`config.mk`:
```
export PLATFORM = sky130hd
export DESIGN_NAME = pf_read_bridge
export DESIGN_NICKNAME = d
export VERILOG_FILES = /design/src/rtl/pf_read_bridge.sv
export SDC_FILE = /design/constraint.sdc
export NUM_CORES = 1
export LEC_CHECK = 0
export BUFFER_PORTS_ARGS = -buffer_cell sky130_fd_sc_hd__buf_2
export CORE_UTILIZATION = 55
export DETAILED_ROUTE_END_ITERATION = 6
export GPL_ROUTABILITY_DRIVEN = 0
export PLACE_DENSITY = 0.76
export SKIP_CTS_REPAIR_TIMING = 1
export SLEW_MARGIN = 20
export SYNTH_ARGS = -nofsm -noshare
export SYNTH_HDL_FRONTEND = slang
export SYNTH_SLANG_ARGS = --single-unit
export TNS_END_PERCENT = 1
```
`constraint.sdc`:
```
create_clock -name clk -period 4.52 [get_ports clk]
set_clock_uncertainty 0.05 [all_clocks]
set_input_delay 0.904 -clock clk [delete_from_list [all_inputs] [get_ports clk]]
set_output_delay 0.904 -clock clk [all_outputs]
set_load 0.005 [all_outputs]
```
`src/rtl/pf_read_bridge.sv`:
```
module pf_read_bridge #(
  parameter int ADDR_W     = 32,
  parameter int LINE_BYTES = 64
) (
  input  logic              clk,
  input  logic              rst_n,
  input  logic              lcl_req,
  input  logic [ADDR_W-1:0] lcl_addr,
  input  logic              lcl_pref,
  input  logic              lcl_wr_strobe,
  output logic              lcl_busy,
  output logic              lcl_ack,
  output logic [31:0]       lcl_rdata,
  output logic              ext_req,
  output logic [ADDR_W-1:0] ext_addr,
  output logic [$clog2(LINE_BYTES/4+1)-1:0] ext_len,
  input  logic              ext_gnt,
  input  logic              ext_rvalid,
  input  logic [31:0]       ext_rdata
);

  localparam int WORDS = LINE_BYTES / 4;
  localparam int OFF_W = $clog2(LINE_BYTES);
  localparam int IDX_W = $clog2(WORDS);
  localparam int TAG_W = ADDR_W - OFF_W;
  localparam int LEN_W = $clog2(WORDS + 1);

  typedef enum logic [2:0] {IDLE, SREQ, SWAIT, LREQ, LFILL} st_t;

  st_t              state;
  logic [31:0]      line_q [WORDS];
  logic [TAG_W-1:0] tag_q;
  logic             vld_q;
  logic             kill_q;
  logic [IDX_W-1:0] want_q;
  logic [IDX_W-1:0] cnt_q;

  logic [TAG_W-1:0] req_tag;
  logic [IDX_W-1:0] req_idx;
  logic             accept;
  logic             hit;

  assign req_tag  = lcl_addr[ADDR_W-1:OFF_W];
  assign req_idx  = lcl_addr[OFF_W-1:2];
  assign accept   = lcl_req && (state == IDLE);
  assign hit      = vld_q && (tag_q == req_tag) && !lcl_wr_strobe;
  assign lcl_busy = (state != IDLE);

  always_ff @(posedge clk) begin
    if (state == LFILL && ext_rvalid)
      line_q[cnt_q] <= ext_rdata;
  end

  always_ff @(posedge clk or negedge rst_n) begin
    if (!rst_n) begin
      state     <= IDLE;
      tag_q     <= '0;
      vld_q     <= 1'b0;
      kill_q    <= 1'b0;
      want_q    <= '0;
      cnt_q     <= '0;
      lcl_ack   <= 1'b0;
      lcl_rdata <= '0;
      ext_req   <= 1'b0;
      ext_addr  <= '0;
      ext_len   <= '0;
    end else begin
      lcl_ack <= 1'b0;
      case (state)
        IDLE: if (accept) begin
          if (!lcl_pref) begin
            vld_q    <= 1'b0;
            ext_req  <= 1'b1;
            ext_addr <= {lcl_addr[ADDR_W-1:2], 2'b00};
            ext_len  <= LEN_W'(1);
            state    <= SREQ;
          end else if (hit) begin
            lcl_ack   <= 1'b1;
            lcl_rdata <= line_q[req_idx];
          end else begin
            vld_q    <= 1'b0;
            kill_q   <= 1'b0;
            tag_q    <= req_tag;
            want_q   <= req_idx;
            cnt_q    <= '0;
            ext_req  <= 1'b1;
            ext_addr <= {req_tag, {OFF_W{1'b0}}};
            ext_len  <= LEN_W'(WORDS);
            state    <= LREQ;
          end
        end
        SREQ: if (ext_gnt) begin
          ext_req <= 1'b0;
          state   <= SWAIT;
        end
        SWAIT: if (ext_rvalid) begin
          lcl_ack   <= 1'b1;
          lcl_rdata <= ext_rdata;
          state     <= IDLE;
        end
        LREQ: if (ext_gnt) begin
          ext_req <= 1'b0;
          state   <= LFILL;
        end
        LFILL: if (ext_rvalid) begin
          if (cnt_q == want_q) begin
            lcl_ack   <= 1'b1;
            lcl_rdata <= ext_rdata;
          end
          cnt_q <= cnt_q + 1'b1;
          if (cnt_q == IDX_W'(WORDS - 1)) begin
            vld_q <= !kill_q && !lcl_wr_strobe;
            state <= IDLE;
          end
        end
        default: state <= IDLE;
      endcase
      if (lcl_wr_strobe) begin
        vld_q  <= 1'b0;
        kill_q <= 1'b1;
      end
    end
  end

  AST_EXT_HOLD: assert property (@(posedge clk) disable iff (!rst_n)
    ext_req && !ext_gnt |=> ext_req && $stable(ext_addr) && $stable(ext_len));
  AST_LINE_ALIGN: assert property (@(posedge clk) disable iff (!rst_n)
    ext_req && ext_len != LEN_W'(1) |-> ext_addr[OFF_W-1:0] == '0);
  AST_LEN_LEGAL: assert property (@(posedge clk) disable iff (!rst_n)
    ext_req |-> (ext_len == LEN_W'(1) || ext_len == LEN_W'(WORDS)));
  AST_HIT_QUIET: assert property (@(posedge clk) disable iff (!rst_n)
    accept && lcl_pref && hit |=> lcl_ack && !ext_req && !lcl_busy);
  AST_ACK_AFTER_BEAT: assert property (@(posedge clk) disable iff (!rst_n)
    lcl_ack && !$past(accept) |-> $past(ext_rvalid));
  AST_NPREF_CLEARS: assert property (@(posedge clk) disable iff (!rst_n)
    accept && !lcl_pref |=> !vld_q);
  AST_WR_CLEARS: assert property (@(posedge clk) disable iff (!rst_n)
    lcl_wr_strobe |=> !vld_q);
  AST_MISS_BUSY: assert property (@(posedge clk) disable iff (!rst_n)
    accept && !(lcl_pref && hit) |=> lcl_busy && ext_req);

endmodule

```
Word-level counts from Yosys, hierarchy flattened
Memories as Yosys holds them, arrays and structs flattened.
Index checks and enable logic that the tools add are counted.
{"block": "word_totals", "regBits": 110, "ram_bits": 512, "mem_count": 1}
{"memory": "line_q", "depth": 16, "word_bits": 32, "rd": 1, "rd_clocked_by_memory_dff": 0, "write_ports": 1, "line": "31", "rtl": "logic [31:0] line_q [WORDS];"}
{"block": "op_classes", "addsub": 1, "eq_ne": 25, "mux": 50, "bitwise": 1, "n_reduce_logical": 25}
{"cell": "32-bit two-way mux", "n": 8}
{"cell": "32-bit one-hot mux with 3 select lines", "n": 1}
{"cell": "26-bit == test", "n": 1}
{"cell": "3-bit two-way mux", "n": 8}
{"cell": "1-bit two-way mux", "n": 22}
{"cell": "2-bit inequality test (second input constant)", "n": 10}
{"cell": "4-bit two-way mux", "n": 4}
{"cell": "3-bit one-hot mux with 5 select lines", "n": 1}
{"cell": "7-bit AND reduction", "n": 2}
{"cell": "4-bit AND reduction", "n": 3}
{"cell": "5-bit two-way mux", "n": 2}
{"cell": "5-bit AND reduction", "n": 2}
{"cell": "2-bit nonzero test", "n": 5}
{"cell": "3-bit inequality test (second input constant)", "n": 3}
{"cell": "3-bit nonzero test", "n": 3}
{"cell": "4-bit one-hot mux with 2 select lines", "n": 1}
{"cell": "3-bit by 2-bit == test with 1-bit output (second input constant)", "n": 2}
{"cell": "2-bit by 1-bit inequality test with 1-bit output (second input constant)", "n": 3}
{"cell": "1-bit logical AND", "n": 5}
{"cell": "4-bit by 1-bit adder with 4-bit output (second input constant)", "n": 1}
{"cell": "4-bit == test", "n": 1}
{"cell": "4-bit == test (second input constant)", "n": 1}
{"cell": "4-bit inequality test (second input constant)", "n": 1}
{"cell": "1-bit one-hot mux with 2 select lines", "n": 2}
{"cell": "9 further kinds", "n": 10}

Depth between registers and ports, before layout
Gate-level depths: netlist of run 1.
{"block": "logic_depth", "ltp_word": 8, "depth_mapped": 9}

Worst setup path after synthesis of run 1
Ideal clock, no wire load.
{"block": "synth_timing", "kind": "input to register", "from": "input ext_rvalid", "to": "memory line_q[3][0], enable pin", "setup_ns": 0.513, "arrival_ns": 4.537, "required_time_ns": 3.957, "slack_ns": -0.579, "path_stages": 2, "n_path_buf": 0, "cell_sequence": "nand3_1 nor4b_1"}
{"block": "synth_via", "elab_chain_cells": 3}
{"item": "start: declaration", "line": "18", "rtl": "input logic ext_rvalid,"}
{"item": "1-bit logical AND", "line": "50", "rtl": "if (state == LFILL && ext_rvalid)"}
{"item": "1-bit two-way mux", "line": "50"}
{"item": "1-bit two-way mux (implied by the code)", "line": "51", "rtl": "line_q[cnt_q] <= ext_rdata;"}
{"item": "end: declaration", "line": "31"}
No other way between the ends.

Final worst setup path of run 1
{"block": "layout_timing", "from": "register state[0]", "to": "memory line_q[4][22], enable pin"}
{"block": "layout_via", "elab_chain_cells": 4}
{"item": "start: declaration", "line": "30", "rtl": "st_t state;"}
{"item": "start signal: assignment", "line": "56", "rtl": "state <= IDLE;"}
{"item": "start signal: assignment", "line": "76", "rtl": "state <= SREQ;"}
{"item": "start signal: assignment", "line": "89", "rtl": "state <= LREQ;"}
{"item": "3-bit == test", "line": "50"}
{"item": "1-bit logical AND", "line": "50"}
{"item": "1-bit two-way mux", "line": "50"}
{"item": "1-bit two-way mux (implied by the code)", "line": "51"}
No other way between the ends.

==> impl_metrics.yaml, run 1 <==
route:
  drt-total-wl_um: 51200
  route.detailed.drc: 0
  routed-via-count: 12212
  ant_nets: 0
  firstDrtPassIters: 5
  wl_per_cell_um: 25.5
  via_per_inst: 6.08
  drt_iter0_drc: 1285
setup_path:
  worst-endpoint-arrival_ns: 3.35
  cp_slowest_cell: "and3_2"
  required_ns: 4.74
  end_kind: "flop"
  cp-start-kind: "flop"
  cpMostUsedCell: "nor2_1"
  worstSetupPathType: "reg2reg"
  cp_cell_sequence: "nor2_1, nand3_1, nor2_1, and3_2, buf_4"
  r2r_cells: 5
  critPathMaxStageDelay_ns: 0.58
  crit_path_max_fanout: 19
finish:
  multiInputGateArea_um2: 5970
  n_fill_cell: 2906
  drive_above_1_share_pct: 31.9
  fin_cells: 2009
  syn2layout_area_growth_pct: 13.6
  fin_nets: 1452
  final_cell_area_um2: 27800
  ff_latch_area_um2: 18000
synth:
  muxShareOfSynthArea_pct: 17.9
  synthXorXnorAreaFrac_pct: 1.07
  synth_seq_cells: 617
  synth_compound_area_share_pct: 3.21
  synth_area_leaders: "edfxtp_1 63%, mux4_2 12%, dfrtp_1 11%, mux2_4 3.2%, mux2i_1 2.7%"
  yosysUniqueCellTypes: 52
  synth_top_cell_area_share_pct: 62.8
  synthSimpleGateAreaFrac_pct: 1.60
  synth_cells: 1215
  synth_seq_area_share_pct: 73.6
  synth_warnings: 0
  synth_top_family_by_area: "multiplexers"
  synth_common_cells: "512 x edfxtp_1, 127 x mux4_2, 105 x dfrtp_1, 66 x mux2i_1, 52 x mux2_4"
  synth.largest_area_cell: "edfxtp_1"
  synth_ff_type: "edfxtp_1"
  synth_most_common_cell: "edfxtp_1"
  synth-edff-count: 512
  synth_adder_area_share_pct: 0.205
  syn_avg_cell_area_um2: 20.1
  syn_area_um2: 24500
  async_reset_ff_share_pct: 17.0
floorplanning:
  die_h_um: 213
  core_um2: 43500
  io_pins: 143
  dieArea_um2: 45300
  core.rowCount: 76
  die_w_um: 213
  initial_core_util_pct: 56.3
global_routing:
  antenna_found_initial: 2
  grt_pass1_vias: 12512
  grt_max_degree: 68
  grt_pass1_wl_um: 76900
  grt_usage_pct: 23.4
  gr-total-overflow: 0
timing:
  min_period_ns: 3.13
  slew_headroom_pct: 27.9
  finalHoldViolCount: 0
  setup_slack_ns: 1.39
  setup_viol: 0
  rsz0062_at_grt: "no"
  fmax_mhz: 319
  worst_pin_slew_ns: 1.08
  drv_slew: 0
  period_share_pct: 69.3
power:
  p_per_area_nw_per_um2: 502
  p_leak_nw: 9.64
  vdd_drop_max_uv: 447
place:
  io_buffers: 135
  placed_area_um2: 25900
  placed_cells: 1901
  dp_slack_ns: 1.14
  place_hpwl_um: 27800
cts:
  clk_pin_slew_ns: 0.06
  ctsLongestPathBuffers: 3
  clock-sinks: 617
  tritoncts: "yes"
  cts_max_level: 2
  cts_buffers: 59
  cts_root_buffer: "clkbuf_16"
  insertion_delay_ns: 0.64
job:
  drv_cap: 0
hold_path:
  min_path_type: "in2async"
outcome:
  run_status: "finished clean"
==> through the flow <==
step                power [mW]  hold WS [ns]  setup TNS [ns]  utilization (%)
finish                    13.9         0.388               0             63.9
CTS                       14.1         0.384               0             63.9
floorplan                 8.56         0.400          -28.87                -
global placement          9.29         0.411               0             59.7
detailed placement        9.36         0.413               0             59.7
global route              14.5         0.412               0             63.9
==> report_power, final <==
group          total, mW  internal, mW  switching [mW]
sequential          6.95          6.65           0.300
clock               4.71          2.64            2.07
combinational       2.28          1.16            1.13
==> layout make-up <==
class | count | area share, %
Timing Repair Buffer | 168 | 3.78
Sequential cell | 617 | 64.8
Tap cell | 585 | 2.63
Antenna cell | 1 | 0.00901
Clock inverter | 31 | 0.955
Multi-Input combinational cell | 484 | 21.5
Clock buffer | 76 | 5.69
Inverter | 47 | 0.635
==> placed cells by master (no fill, tap or decap), drive strengths merged, types with 4 or more instances in the layout <==
cell    instances
xnor2          29
o21ai           5
o22ai          32
a211oi         33
clkbuf         77
and3            4
nand3           7
inv            49
conb            5
a21oi          39
nand2          14
nor2           17
ha              4
nor4            4
buf           167
clkinv         25
nor3            5
mux2           58
nand4           8
dfrtp         105
mux4          127
mux2i          66
edfxtp        512
==> layer usage <==
layer / global-route usage, % / vias to the layer above / routed length, um
li1: - / 5214 / -
met1: 32.4 / 6413 / 21000
met2: 38.1 / 497 / 25200
met3: 3.74 / 86 / 3590
met4: 8.14 / 2 / 1350
met5: 0 / - / 13
==> cells by family after synthesis <==
family          after synthesis
compound gates              122
buf+inv                     118
other cells                   1
flops                       617
mux                         251
fa+ha+maj                     4
simple gates                 72
xor+xnor                     30
==> sequential cells by signal (all words and copies together), names as in the netlist <==
signal	count
kill_q	1
want_q	4
ext_req	1
ext_addr	30
vld_q	1
ext_len	2
tag_q	26
lcl_ack	1
line_q	512
lcl_rdata	32
cnt_q	4
state	3
==> final timing paths <==
kind                            start            end  slack [ns]
hold reg to reg            ext_len[4]     ext_len[4]        0.43
min in group clk           ext_len[4]     ext_len[4]        0.43
setup / recovery             state[0]  line_q[4][22]        1.39
setup reg to reg             state[0]  line_q[4][22]        1.39
max in group asynchronous       rst_n       tag_q[4]        3.12
hold / removal                  rst_n   ext_addr[26]        0.39
==> critical path, delay by kind of cell, from the launching register on <==
family,cells,cell delay [ns]
buffers and inverters,1,0.50
DFF,1,0.51
and+or+nand+nor,4,1.69
Power figures use the tool's default switching activity.
==> run 2: changes to the inputs <==
--- a/config.mk
+++ b/config.mk
@@ -6,10 +6,10 @@
 export NUM_CORES = 1
 export LEC_CHECK = 0
 export BUFFER_PORTS_ARGS = -buffer_cell sky130_fd_sc_hd__buf_2
-export CORE_UTILIZATION = 55
+export CORE_UTILIZATION = 61
 export DETAILED_ROUTE_END_ITERATION = 6
 export GPL_ROUTABILITY_DRIVEN = 0
-export PLACE_DENSITY = 0.76
+export PLACE_DENSITY = 0.8
 export SKIP_CTS_REPAIR_TIMING = 1
 export SLEW_MARGIN = 20
 export SYNTH_ARGS = -nofsm -noshare
==> constraint.sdc (replaced) <==
create_clock -name clk -period 3.08 [get_ports clk]
set_clock_uncertainty 0.05 [all_clocks]
set_input_delay 0.616 -clock clk [delete_from_list [all_inputs] [get_ports clk]]
set_output_delay 0.616 -clock clk [all_outputs]
set_load 0.005 [all_outputs]
==> run 2 against run 1 <==
Critical path depth rose by 1. Setup slack worse by 0.79 ns. Sequential cell count unchanged. Highest routed layer unchanged.
==> impl_metrics.yaml, run 2 (same netlist as run 1, synthesis figures left out) <==
outcome:
  run_status: "finished clean"
cts:
  clock-sinks: 617
  insertion_delay_ns: 0.62
  cts_root_buffer: "clkbuf_16"
  clk_pin_slew_ns: 0.06
  tritoncts: "yes"
  cts_buffers: 58
  cts_max_level: 2
  ctsLongestPathBuffers: 3
power:
  power_frac_seq_pct: 47.2
  swShare_pct: 24.7
  vdd_drop_max_uv: 576
  power.internal_mw: 16.3
  p_sw_mw: 5.34
  p_clk_share_pct: 36.6
  p_leak_nw: 9.95
  p_per_area_nw_per_um2: 763
  power_frac_comb_pct: 16.2
route:
  ant_nets: 0
  drt-total-wl_um: 53900
  firstDrtPassIters: 5
  route.detailed.drc: 0
  drt_iter0_drc: 1274
  routed-via-count: 12582
  via_per_inst: 6.41
  wl_per_cell_um: 27.4
finish:
  drive_above_1_share_pct: 34.0
  n_fill_cell: 2229
  largest_reg_flops: 512
  fin_cells: 1964
  syn2layout_area_growth_pct: 15.9
  fin_nets: 1470
  final_cell_mix: "512 x edfxtp_1, 132 x buf_2, 127 x mux4_2"
  largest_register: "line_q"
  top_regs: "line_q x512, lcl_rdata x32, ext_addr x30"
  final_common_cell: "edfxtp_1"
floorplanning:
  io_pins: 143
  core.rowCount: 72
  initial_core_util_pct: 62.6
  core_um2: 39100
  dieArea_um2: 40900
  die_w_um: 202
  die_h_um: 202
setup_path:
  crit_path_max_fanout: 24
  cp-start-kind: "flop"
  worst-endpoint-arrival_ns: 2.73
  required_ns: 3.32
  end_kind: "flop"
  worstSetupPathType: "reg2reg"
timing:
  min_period_ns: 2.48
  fmax_mhz: 403
  rsz0062_at_grt: "no"
  period_share_pct: 80.6
  drv_slew: 0
  finalHoldViolCount: 0
  worst_pin_slew_ns: 0.680
  setup_viol: 0
  tns_ns: 0
  slew_headroom_pct: 54.7
job:
  drv_cap: 0
place:
  place_hpwl_um: 28800
  placed_cells: 1852
  io_buffers: 135
global_routing:
  grt_pass1_vias: 13346
  grt_pass1_wl_um: 81200
  gr-total-overflow: 0
  grt_usage_pct: 27.1
  grt_max_degree: 54
  antenna_found_initial: 4
hold_path:
  min_path_type: "in2reg"
## run 2: critical path, stage by stage, from the launching register on
cell     delay, ns
dfrtp_1       0.50
nor2_1        0.25
nand3_1       0.14
buf_4         0.23
nor2_1        0.19
and3_2        0.51
buf_12        0.29
## run 2: per-stage QoR
step / util, % / area [um^2] / setup slack, ns / hold slack [ns] / power [mW]
after CTS: 72.5 / 28300 / 0.625 / -0.0387 / 21.8
after floorplan: - / 24500 / -0.887 / 0.270 / 12.6
final: 72.5 / 28400 / 0.598 / 0.166 / 21.6
after global routing: 72.5 / 28400 / 0.471 / 0.166 / 22.4
after global placement: 67.0 / 26200 / 0.291 / 0.407 / 13.7
after detailed placement: 67.0 / 26200 / 0.295 / 0.419 / 13.8
## run 2: worst paths after layout
path                                    start       endpoint  slack, ns  cells after the start
worst max-delay path                 state[0]   line_q[5][1]       0.60                      6
worst min-delay path            lcl_wr_strobe          vld_q       0.17                      2
worst max register to register       state[0]   line_q[5][1]       0.60                      6
worst min register to register         kill_q         kill_q       0.44                      1
max in group asynchronous               rst_n  lcl_rdata[30]       1.70                      3
min in group asynchronous               rst_n   ext_addr[24]       0.52                      2
## run 2: final cells by class
type | instances | area [um^2] | area share [%]
Antenna cell | 1 | 2.50 | 0.00882
Clock inverter | 39 | 568 | 2.00
Multi-Input combinational cell | 484 | 6000 | 21.2
Timing Repair Buffer | 187 | 1380 | 4.87
Sequential cell | 617 | 18000 | 63.5
Clock buffer | 71 | 1580 | 5.58
Inverter | 47 | 176 | 0.622
Tap cell | 518 | 648 | 2.29
## run 2: routing by layer
| layer | part of all wire, % | track usage [%] | vias to the layer above |
|---|---|---|---|
| met5 | 0.082 | 0 | - |
| met4 | 3.7 | 10.8 | 6 |
| met3 | 8.2 | 5.08 | 146 |
| met2 | 50 | 44.9 | 659 |
| met1 | 38 | 36.1 | 6521 |
| li1 | - | - | 5250 |
## run 2: power groups by stage
stage / clock, mW / sequential (mW) / combinational (mW)
finish: 7.92 / 10.2 / 3.49
global placement: 0 / 10.3 / 3.34
floorplan: 0 / 10.3 / 2.24
global route: 8.33 / 10.3 / 3.77
CTS: 8.02 / 10.2 / 3.52
detailed placement: 0 / 10.4 / 3.44
